--- src/rtl/baud_pkg.sv ---
package baud_pkg;
  localparam int PRE_W      = 2;
  localparam int SCL_W      = 4;
  localparam int PRE_FACT_W = 3;
  localparam int SCL_FACT_W = 1 << SCL_W;
  localparam int RATIO_W    = PRE_FACT_W + SCL_FACT_W;

  function automatic logic [PRE_FACT_W-1:0] pre_factor(input logic [PRE_W-1:0] code);
    logic [PRE_FACT_W-1:0] f;
    case (code)
      2'd0:    f = 3'd2;
      2'd1:    f = 3'd3;
      2'd2:    f = 3'd5;
      default: f = 3'd7;
    endcase
    return f;
  endfunction

  function automatic logic [SCL_FACT_W-1:0] scl_factor(input logic [SCL_W-1:0] code);
    logic [SCL_FACT_W-1:0] f;
    if (code < SCL_W'(4)) f = SCL_FACT_W'(({1'b0, code} + 5'd1) << 1);
    else                  f = SCL_FACT_W'(1) << code;
    return f;
  endfunction
endpackage

--- src/rtl/baud_ratio.sv ---
module baud_ratio
  import baud_pkg::*;
(
  input  logic [PRE_W-1:0]   pre_code,
  input  logic [SCL_W-1:0]   scl_code,
  output logic [RATIO_W-1:0] lo_len,
  output logic [RATIO_W-1:0] hi_len
);
  logic [RATIO_W-1:0] ratio;

  always_comb begin
    ratio  = RATIO_W'(pre_factor(pre_code)) * RATIO_W'(scl_factor(scl_code));
    hi_len = ratio >> 1;
    lo_len = ratio - hi_len;
  end
endmodule

--- src/rtl/baud_phase_cnt.sv ---
module baud_phase_cnt
  import baud_pkg::*;
(
  input  logic               clk,
  input  logic               rst_n,
  input  logic               run,
  input  logic [RATIO_W-1:0] lo_len,
  input  logic [RATIO_W-1:0] hi_len,
  output logic               sclk,
  output logic               rise_stb,
  output logic               fall_stb
);
  logic [RATIO_W-1:0] lo_q, lo_d, hi_q, hi_d, cnt_q, cnt_d, cur_len;
  logic               phase_q, phase_d, rise_q, rise_d, fall_q, fall_d;
  logic               cfg_en, at_end;

  always_comb begin
    cfg_en  = ~run;
    cur_len = phase_q ? hi_q : lo_q;
    at_end  = (cnt_q == cur_len - RATIO_W'(1));
    lo_d    = cfg_en ? lo_len : lo_q;
    hi_d    = cfg_en ? hi_len : hi_q;
    cnt_d   = cnt_q + RATIO_W'(1);
    phase_d = phase_q;
    rise_d  = 1'b0;
    fall_d  = 1'b0;
    if (!run) begin
      cnt_d   = '0;
      phase_d = 1'b0;
    end else if (at_end) begin
      cnt_d   = '0;
      phase_d = ~phase_q;
      rise_d  = ~phase_q;
      fall_d  = phase_q;
    end
  end

  always_ff @(posedge clk or negedge rst_n) begin
    if (!rst_n) begin
      lo_q    <= RATIO_W'(2);
      hi_q    <= RATIO_W'(2);
      cnt_q   <= '0;
      phase_q <= 1'b0;
      rise_q  <= 1'b0;
      fall_q  <= 1'b0;
    end else begin
      lo_q    <= lo_d;
      hi_q    <= hi_d;
      cnt_q   <= cnt_d;
      phase_q <= phase_d;
      rise_q  <= rise_d;
      fall_q  <= fall_d;
    end
  end

  assign sclk     = phase_q;
  assign rise_stb = rise_q;
  assign fall_stb = fall_q;
endmodule

--- src/rtl/spi_baud_div.sv ---
module spi_baud_div
  import baud_pkg::*;
#(
  parameter int SYNC_STAGES = 2
) (
  input  logic             clk,
  input  logic             rst_n,
  input  logic             run,
  input  logic [PRE_W-1:0] pre_code,
  input  logic [SCL_W-1:0] scl_code,
  output logic             sclk,
  output logic             tog_stb,
  output logic             rise_stb,
  output logic             fall_stb
);
  logic [SYNC_STAGES-1:0] rst_sync_q;
  logic                   core_rst_n;
  logic [RATIO_W-1:0]     lo_len, hi_len;

  genvar g;
  generate
    for (g = 0; g < SYNC_STAGES; g++) begin : g_rst_sync
      always_ff @(posedge clk or negedge rst_n) begin
        if (!rst_n) rst_sync_q[g] <= 1'b0;
        else if (g == 0) rst_sync_q[g] <= 1'b1;
        else rst_sync_q[g] <= rst_sync_q[(g == 0) ? 0 : g-1];
      end
    end
  endgenerate

  assign core_rst_n = rst_sync_q[SYNC_STAGES-1];

  baud_ratio i_ratio (
    .pre_code (pre_code),
    .scl_code (scl_code),
    .lo_len   (lo_len),
    .hi_len   (hi_len)
  );

  baud_phase_cnt i_phase (
    .clk      (clk),
    .rst_n    (core_rst_n),
    .run      (run),
    .lo_len   (lo_len),
    .hi_len   (hi_len),
    .sclk     (sclk),
    .rise_stb (rise_stb),
    .fall_stb (fall_stb)
  );

  assign tog_stb = rise_stb | fall_stb;
endmodule

--- config.mk ---
export PLATFORM = sky130hd
export DESIGN_NAME = spi_baud_div
export DESIGN_NICKNAME = d
export VERILOG_FILES = /design/src/rtl/baud_pkg.sv /design/src/rtl/baud_ratio.sv /design/src/rtl/baud_phase_cnt.sv /design/src/rtl/spi_baud_div.sv
export SDC_FILE = /design/constraint.sdc
export NUM_CORES = 1
export LEC_CHECK = 0
export ABC_AREA = 1
export CAP_MARGIN = 15
export CORE_MARGIN = 2
export CORE_UTILIZATION = 55
export DETAILED_ROUTE_END_ITERATION = 10
export DONT_BUFFER_PORTS = 1
export PLACE_DENSITY = 0.7
export SKIP_CTS_REPAIR_TIMING = 1
export SLEW_MARGIN = 20
export SYNTH_ARGS = -nofsm -noshare
export SYNTH_HDL_FRONTEND = slang
export SYNTH_SLANG_ARGS = --single-unit
--- constraint.sdc ---
create_clock -name clk -period 4.1 [get_ports clk]
set_input_delay 0.205 -clock clk [delete_from_list [all_inputs] [get_ports clk]]
set_output_delay 0.205 -clock clk [all_outputs]
set_load 0.02 [all_outputs]
**After elaboration in Yosys (flattened, before gate mapping)**

Cells that the tools add are included.

- Flip-flop bits (word level): 61
- Output and inout port bits: 4
- Logic and storage cells: 33

- Add/subtract/negate cells: 4
- $mul: 1
- Order comparisons: 1
- Equal/unequal tests: 4
- Shift operators: 1
- Muxes and demuxes: 11
- Bitwise logic cells: 2
- Reductions and logical operators: 1

Operators with widths:

| cell | number |
|---|---|
| $mux W19 | 3 |
| $add A19 B1 Y19 const B | 1 |
| $eq A19 B19 Y1 | 1 |
| $mul A3 B16 Y19 | 1 |
| $sub A19 B1 Y19 const B | 1 |
| $sub A19 B18 Y19 | 1 |
| $mux W16 | 1 |
| $shl A1 B4 Y16 const A | 1 |
| $pmux W3 S3 | 1 |
| $mux W1 | 6 |
| $add A4 B1 Y5 const B | 1 |
| $lt A4 B3 Y1 const B | 1 |
| $eq A2 B1 Y1 const B | 1 |
| $eq A2 B2 Y1 const B | 1 |
| $logic_not A2 Y1 | 1 |
| $ne A2 B1 Y1 const B | 1 |
| $not A1 Y1 | 1 |
| $or A1 B1 Y1 | 1 |

**Longest topological paths before layout**

Gate-level depths: netlist of run 1.

- Depth after elaboration: 5
- Gate-level depth with buffers: 29

**Cells and area by module**

From an unflattened synthesis of run 1, not the netlist that was laid out.

- Cells, all modules: 1036
- Area total of the unflattened synthesis: 6623.9 µm²

By module, submodules not included:

| module | times used | cells each | area each (µm²) | seq. area each (µm²) |
|---|---|---|---|---|
| baud_phase_cnt | 1 | 529 | 3716.1 | 1503.9 |
| baud_ratio | 1 | 501 | 2842.7 | 0.0 |
| spi_baud_div | 1 | 6 | 65.1 | 50.0 |

**Worst setup path before layout of run 1**

Ideal clock, no wire load.

- Path type: input to register
- Start: input scl_code[0]
- End: register i_phase.lo_q[16]
- Setup time: 0.118 ns
- Arrival time: 4.182 ns
- Required time: 3.982 ns
- Path slack: -0.200 ns
- Cell stages on the path: 25
- Path through: ha_1 > ha_1 > o31ai_1 > nand2_1 > fa_1 > inv_1 > ha_1 > or2_2 > nand2_1 > o21ai_0 > xor2_1 > inv_1 > ha_1 > nand2_1 > o21a_1 > o21ai_0 > nand2_1 > nand3_1 > nand2_1 > o21ai_0 > nand2_1 > nand2_1 > nand2_1 > nand3_1 > nand2_1

- Longest elaborated chain between the ends: 4
- Elaborated cells on any way between the ends: 6

Ends and longest elaborated chain:

| element | RTL line | source |
|---|---|---|
| start: declaration | spi_baud_div.sv:10 | `input logic [SCL_W-1:0] scl_code,` |
| $add A4 B1 Y5, or another cell as far along | baud_pkg.sv:21 | `if (code < SCL_W'(4)) f = SCL_FACT_W'(({1'b0, code} + 5'd1) << 1);` |
| $mux W16 * | baud_pkg.sv:21 |  |
| $mul A3 B16 Y19 * | baud_ratio.sv:12 | `ratio = RATIO_W'(pre_factor(pre_code)) * RATIO_W'(scl_factor(scl_code));` |
| named net hi_len[7] | spi_baud_div.sv:18 | `logic [RATIO_W-1:0] lo_len, hi_len;` |
| $sub A19 B18 Y19 * | baud_ratio.sv:14 | `lo_len = ratio - hi_len;` |
| end signal: assignment | baud_phase_cnt.sv:47 | `lo_q <= lo_d;` |
| end: declaration | baud_phase_cnt.sv:13 | `logic [RATIO_W-1:0] lo_q, lo_d, hi_q, hi_d, cnt_q, cnt_d, cur_len;` |

The timed path passes the listed nets; every way through them passes the cells marked *.
A chain may end at the register's enable or synchronous reset.

**Final worst setup path of run 1**

- Start: input scl_code[0]
- End: register i_phase.lo_q[13]

The elaborated chain is that of the path after synthesis.

==> impl_metrics.ini, run 1 <==
[placement]
gp_congestion = 0.876
hpwl_mm = 11.8
numPortBuffers = 0
place_ws_ps = -290

[detailed_routing]
routed_wl_mm = 14.8
ant_nets = 0
wire_per_inst_um = 12.0
dr.pass1.iters = 5
drc = 0
vias = 6204
drt_iter0_markers = 327
vias_per_cell = 5.01

[logic_synthesis]
synth.most_common_cell = nand2_1
synth_edf_count = 0
synth.area.top_cells = dfrtp_1, nand2_1, inv_1
syn_inst = 1026
synth.top_cell.area_share_pct = 22.9
ys_warn_count = 0
synth_area_leader_cell = dfrtp_1
synthTopCellsByCount = nand2_1, inv_1, nor2_1, nand3_1, dfrtp_1
synth_seq_area_share_pct = 23.8
synth-seq-cells = 61
yosysUniqueCellTypes = 38
async_flop_share_pct = 100
ys.flop_type = dfrtp_1
synthesis.area_um2 = 6440
syn-mean-instance-area_um2 = 6.27

[grt]
antenna_found_initial = 0
grt_max_degree = 61
overflow = 0
gr-usage-met1_pct = 29.2
grt_pass1_vias = 5977
grt_busiest_layer = met2
grt_pass1_wl_mm = 25.8
grt_use_total_pct = 24.7
use_met2_pct = 46.1
use_met3_pct = 2.97

[sta]
finalHoldViolations = 10
skew_ps = 9.76
fmax_mhz = 262
whs_ps = -14.1
worst_pin_slew_ps = 725
period_minus_slack_ps = 3810
relSlewSlack_pct = 51.6
slew_violations = 0
fin_crit_sh_pct = 92.9
setup_viol = 0
final.setup.worst_slack_ps = 290

[floorplanning]
die_area_um2 = 12600
io_pins = 13
rows = 39
start_util_pct = 56.4
die_w_um = 112
core-area_um2 = 11400
die_height_um = 112

[clocking]
ctsRootBufferMaster = clkbuf_16
numCtsBuffers = 9
clock-sinks = 61
clk_latency_ps = 330
cts_tree = yes
clockBufferDepth = 2
htree_num_levels = 3
path_clk_slew_ps = 50

[finish]
diodes = 0
syn_to_final_growth_pct = 16.5
multi_input_area_um2 = 4350
layout-drive-gt1-share_pct = 14.0
fillers = 1103
final_nets = 1156
seqCellArea_um2 = 1530

[critical_path]
crit_required_ps = 4300
critPathSlowestCell = fa_1
max_stage_delay_ps = 530
arrival_ps = 4010
cp_max_fo = 5
startpoint_type = input port
path_class = input port to flop
worstSetupEndpointType = flop

[hold_path]
worstHoldPathType = input port to flop

[power_and_ir_drop]
powerDensity_nw_per_um2 = 343
p_total_mw = 2.57
peakVddDrop_uv = 293
p_leak_nw = 4.01

[run]
drv_cap = 0

[outcome]
violations = hold timing
outcome = finished, violations left
==> flip-flops by register name (all words and copies together), names as in the netlist <==
signal            cells
core_rst_n            1
i_phase.lo_q         19
i_phase.hi_q         18
i_phase.cnt_q        19
i_phase.sclk          1
i_phase.rise_stb      1
i_phase.fall_stb      1
rst_sync_q            1
==> where the power goes <==
part / internal, mW / switching (mW) / leakage [nW] / total [mW]
sequential: 0.686 / 0.0418 / 0.789 / 0.728
clock: 0.468 / 0.262 / 0.138 / 0.730
combinational: 0.435 / 0.681 / 3.09 / 1.12
==> worst max-delay path, delay by kind of cell <==
kind	cells	cell delay, ps
simple gates	10	870
compound gates	4	560
fa+ha+maj	5	1610
buf+inv	4	430
xor+xnor	2	310
==> stage by stage <==
step	utilization, %	TNS (ps)	hold WS [ps]	instances	cell area (µm²)
2_1_floorplan	-	0	-90.6	1028	6490
3_3_place_gp	61.7	-1310	-90.5	1217	7040
3_5_place_dp	61.7	-1960	-90.5	1217	7040
4_1_cts	64.2	0	-442	1233	7330
5_1_grt	65.7	-36.9	0.714	1239	7500
6_report	65.7	0	-14.1	1239	7500
==> path summary, 6_finish.rpt <==
kind | from | to | slack (ps) | cells after the start
min reg2reg | rst_sync_q[0]$_DFF_PN0_ | core_rst_n$_DFF_PN0_ | 370 | 0
min | run | i_phase.hi_q[16]$_DFFE_PN0N_ | -10 | 1
min in group asynchronous | rst_n | rst_sync_q[0]$_DFF_PN0_ | 110 | 1
max reg2reg | i_phase.sclk$_DFFE_PN0P_ | i_phase.cnt_q[6]$_DFF_PN0_ | 1200 | 14
max in group asynchronous | core_rst_n$_DFF_PN0_ | i_phase.hi_q[4]$_DFFE_PN0N_ | 3210 | 1
max | scl_code[0] | i_phase.lo_q[13]$_DFFE_PN0N_ | 290 | 25
==> cells in the final DEF (no fill, tap or decap), drive strengths merged, types with 16 or more instances in the layout <==
master,count
o21ai,46
nand4,25
buf,67
nor2,117
nand2,365
fa,16
inv,163
xor2,31
nand3,79
a21oi,19
ha,40
dfrtp,59
==> final cells by class <==
class / instances / share of cell area (%)
clock buffer: 10 / 3.05
clock inverter: 6 / 0.851
inverter: 166 / 8.31
multi-input combinational: 784 / 58.0
timing repair buffer: 69 / 6.97
tap: 143 / 2.39
sequential: 61 / 20.4
==> logic make-up after synthesis <==
group / count (synthesis) / share of synthesized area [%]
fa+ha+maj: 56 / 12.8
simple gates: 605 / 39.9
compound gates: 78 / 6.65
buf+inv: 183 / 11.3
other cells: 2 / 0.117
flops: 61 / 23.8
xor+xnor: 41 / 5.58
==> layer usage <==
| metal | up-vias | wire, µm |
|---|---|---|
| met1 | 2768 | 6470 |
| met3 | 22 | 451 |
| li1 | 3318 | - |
| met5 | - | 0 |
| met2 | 96 | 7600 |
| met4 | 0 | 320 |
Power figures use the tool's default switching activity.
==> inputs of run 2 (changes only) <==
- RECOVER_POWER: unset -> 50
==> impl_metrics.ini, run 2 (same netlist as run 1, synthesis figures left out) <==
[power_and_ir_drop]
swShare_pct = 38.3
peakVddDrop_uv = 292
p_total_mw = 2.57
p_leak_nw = 4.01
seqPwrFrac_pct = 28.3
p_comb_share_pct = 43.3
clock_power_share_pct = 28.4
switching_power_uw = 985
powerDensity_nw_per_um2 = 343
power.internal_mw = 1.59

[detailed_routing]
vias_per_cell = 5.00
routed_wl_mm = 14.8
drc = 0
dr.pass1.iters = 5
ant_nets = 0
drt_iter0_markers = 327
wire_per_inst_um = 12.0
vias = 6199

[critical_path]
crit_required_ps = 4300
timing.rr.start = core_rst_n$_DFF_PN0_
startpoint_type = input port
max_stage_delay_ps = 530
arrival_ps = 4010
cp_max_fo = 5
critPathSlowestCell = fa_1
path_class = input port to flop
worstSetupEndpointType = flop
critPathLaunch = scl_code[0]

[floorplanning]
die_area_um2 = 12600
die_height_um = 112
io_pins = 13
start_util_pct = 56.4
core-area_um2 = 11400
die_w_um = 112
rows = 39

[finish]
diodes = 0
syn_to_final_growth_pct = 16.4
layout_common_cells = nand2_1, inv_1, nor2_1, nand3_1, buf_4
layout-drive-gt1-share_pct = 13.8
layout.cells.non_filler = 1239
layout_commonest_cell = nand2_1
final_nets = 1156
largestRegisters = i_phase.cnt_q (19), i_phase.lo_q (19), i_phase.hi_q (18)

[sta]
finalHoldViolations = 10
whs_ps = -12.4
setup_viol = 0
skew_ps = 9.68
final.setup.worst_slack_ps = 291
worst_pin_slew_ps = 3100
period_minus_slack_ps = 3810
fin_crit_sh_pct = 92.9
slew_violations = 60
relSlewSlack_pct = -107
fmax_mhz = 263

[clocking]
cts_tree = yes
ctsRootBufferMaster = clkbuf_16
numCtsBuffers = 9
clock-sinks = 61
htree_num_levels = 3
path_clk_slew_ps = 50
clk_latency_ps = 330
clockBufferDepth = 2

[grt]
gr-usage-met1_pct = 29.2
overflow = 0
use_met2_pct = 46.1
grt_busiest_layer = met2
grt_max_degree = 61
grt_pass1_vias = 5977
grt_pass1_wl_mm = 25.8
grt_use_total_pct = 24.7
antenna_found_initial = 0
use_met3_pct = 2.97

[placement]
gp_congestion = 0.876
dp.cells = 1217
numPortBuffers = 0
place_ws_ps = -290
hpwl_mm = 11.8

[hold_path]
hold_start = run
worstHoldPathType = input port to flop

[outcome]
outcome = finished, violations left
violations = hold timing, capacitance limit, slew limit

[run]
drv_cap = 1
[run 2: changes by cell type in the layout (fill, tap and decap cells not counted)]
cell,change
buf_4,-2
clkbuf_1,+2
[run 2: path summary, 6_finish.rpt]
path                                                 to  slack [ps]  depth (start not counted)
max                        i_phase.lo_q[13]$_DFFE_PN0N_         290                         25
min                        i_phase.hi_q[16]$_DFFE_PN0N_         -10                          1
max reg2reg                 i_phase.hi_q[4]$_DFFE_PN0N_         970                          1
min reg2reg                        core_rst_n$_DFF_PN0_         370                          0
max in group asynchronous   i_phase.hi_q[4]$_DFFE_PN0N_         970                          1
min in group asynchronous       rst_sync_q[0]$_DFF_PN0_         110                          1
[run 2: critical path, delay by kind of cell]
family,cells,cell delay (ps)
buffers and inverters,4,430
AOI/OAI and AO/OA,4,560
xor gates and xnor gates,2,310
and+or+nand+nor,10,870
adders and majority gates,5,1610
[run 2: power by group through the flow]
stage          clock network [mW]  logic (mW)  registers, mW
3_5_place_dp                    0        1.07          0.737
4_1_cts                     0.744        1.08          0.729
6_report                    0.730        1.12          0.728
5_1_grt                     0.769        1.29          0.738
3_3_place_gp                    0        1.05          0.733
2_1_floorplan                   0       0.810          0.733
[run 2: area by class of cell]
| cell class | count | area [µm²] |
|---|---|---|
| Timing Repair Buffer | 69 | 515 |
| Clock buffer | 10 | 229 |
| Fill cell | 1107 | 3930 |
| Sequential cell | 61 | 1530 |
| Inverter | 166 | 623 |
| Clock inverter | 6 | 63.8 |
| Tap cell | 143 | 179 |
| Multi-Input combinational cell | 784 | 4350 |
[run 2: per-stage QoR]
step / instance area (µm²) / utilization, % / hold WS (ps) / TNS, ps
after floorplan: 6490 / - / -90.6 / 0
after global placement: 7040 / 61.7 / -90.5 / -1310
after detailed placement: 7040 / 61.7 / -90.5 / -1960
after CTS: 7330 / 64.2 / -442 / 0
after global routing: 7490 / 65.6 / 0.714 / -37.0
final: 7490 / 65.6 / -12.4 / 0
[run 2: routing by layer]
metal / wire length, µm / share of wire (%)
met5: 0 / 0
met4: 320 / 2.2
met3: 427 / 2.9
met2: 7610 / 51
met1: 6470 / 44
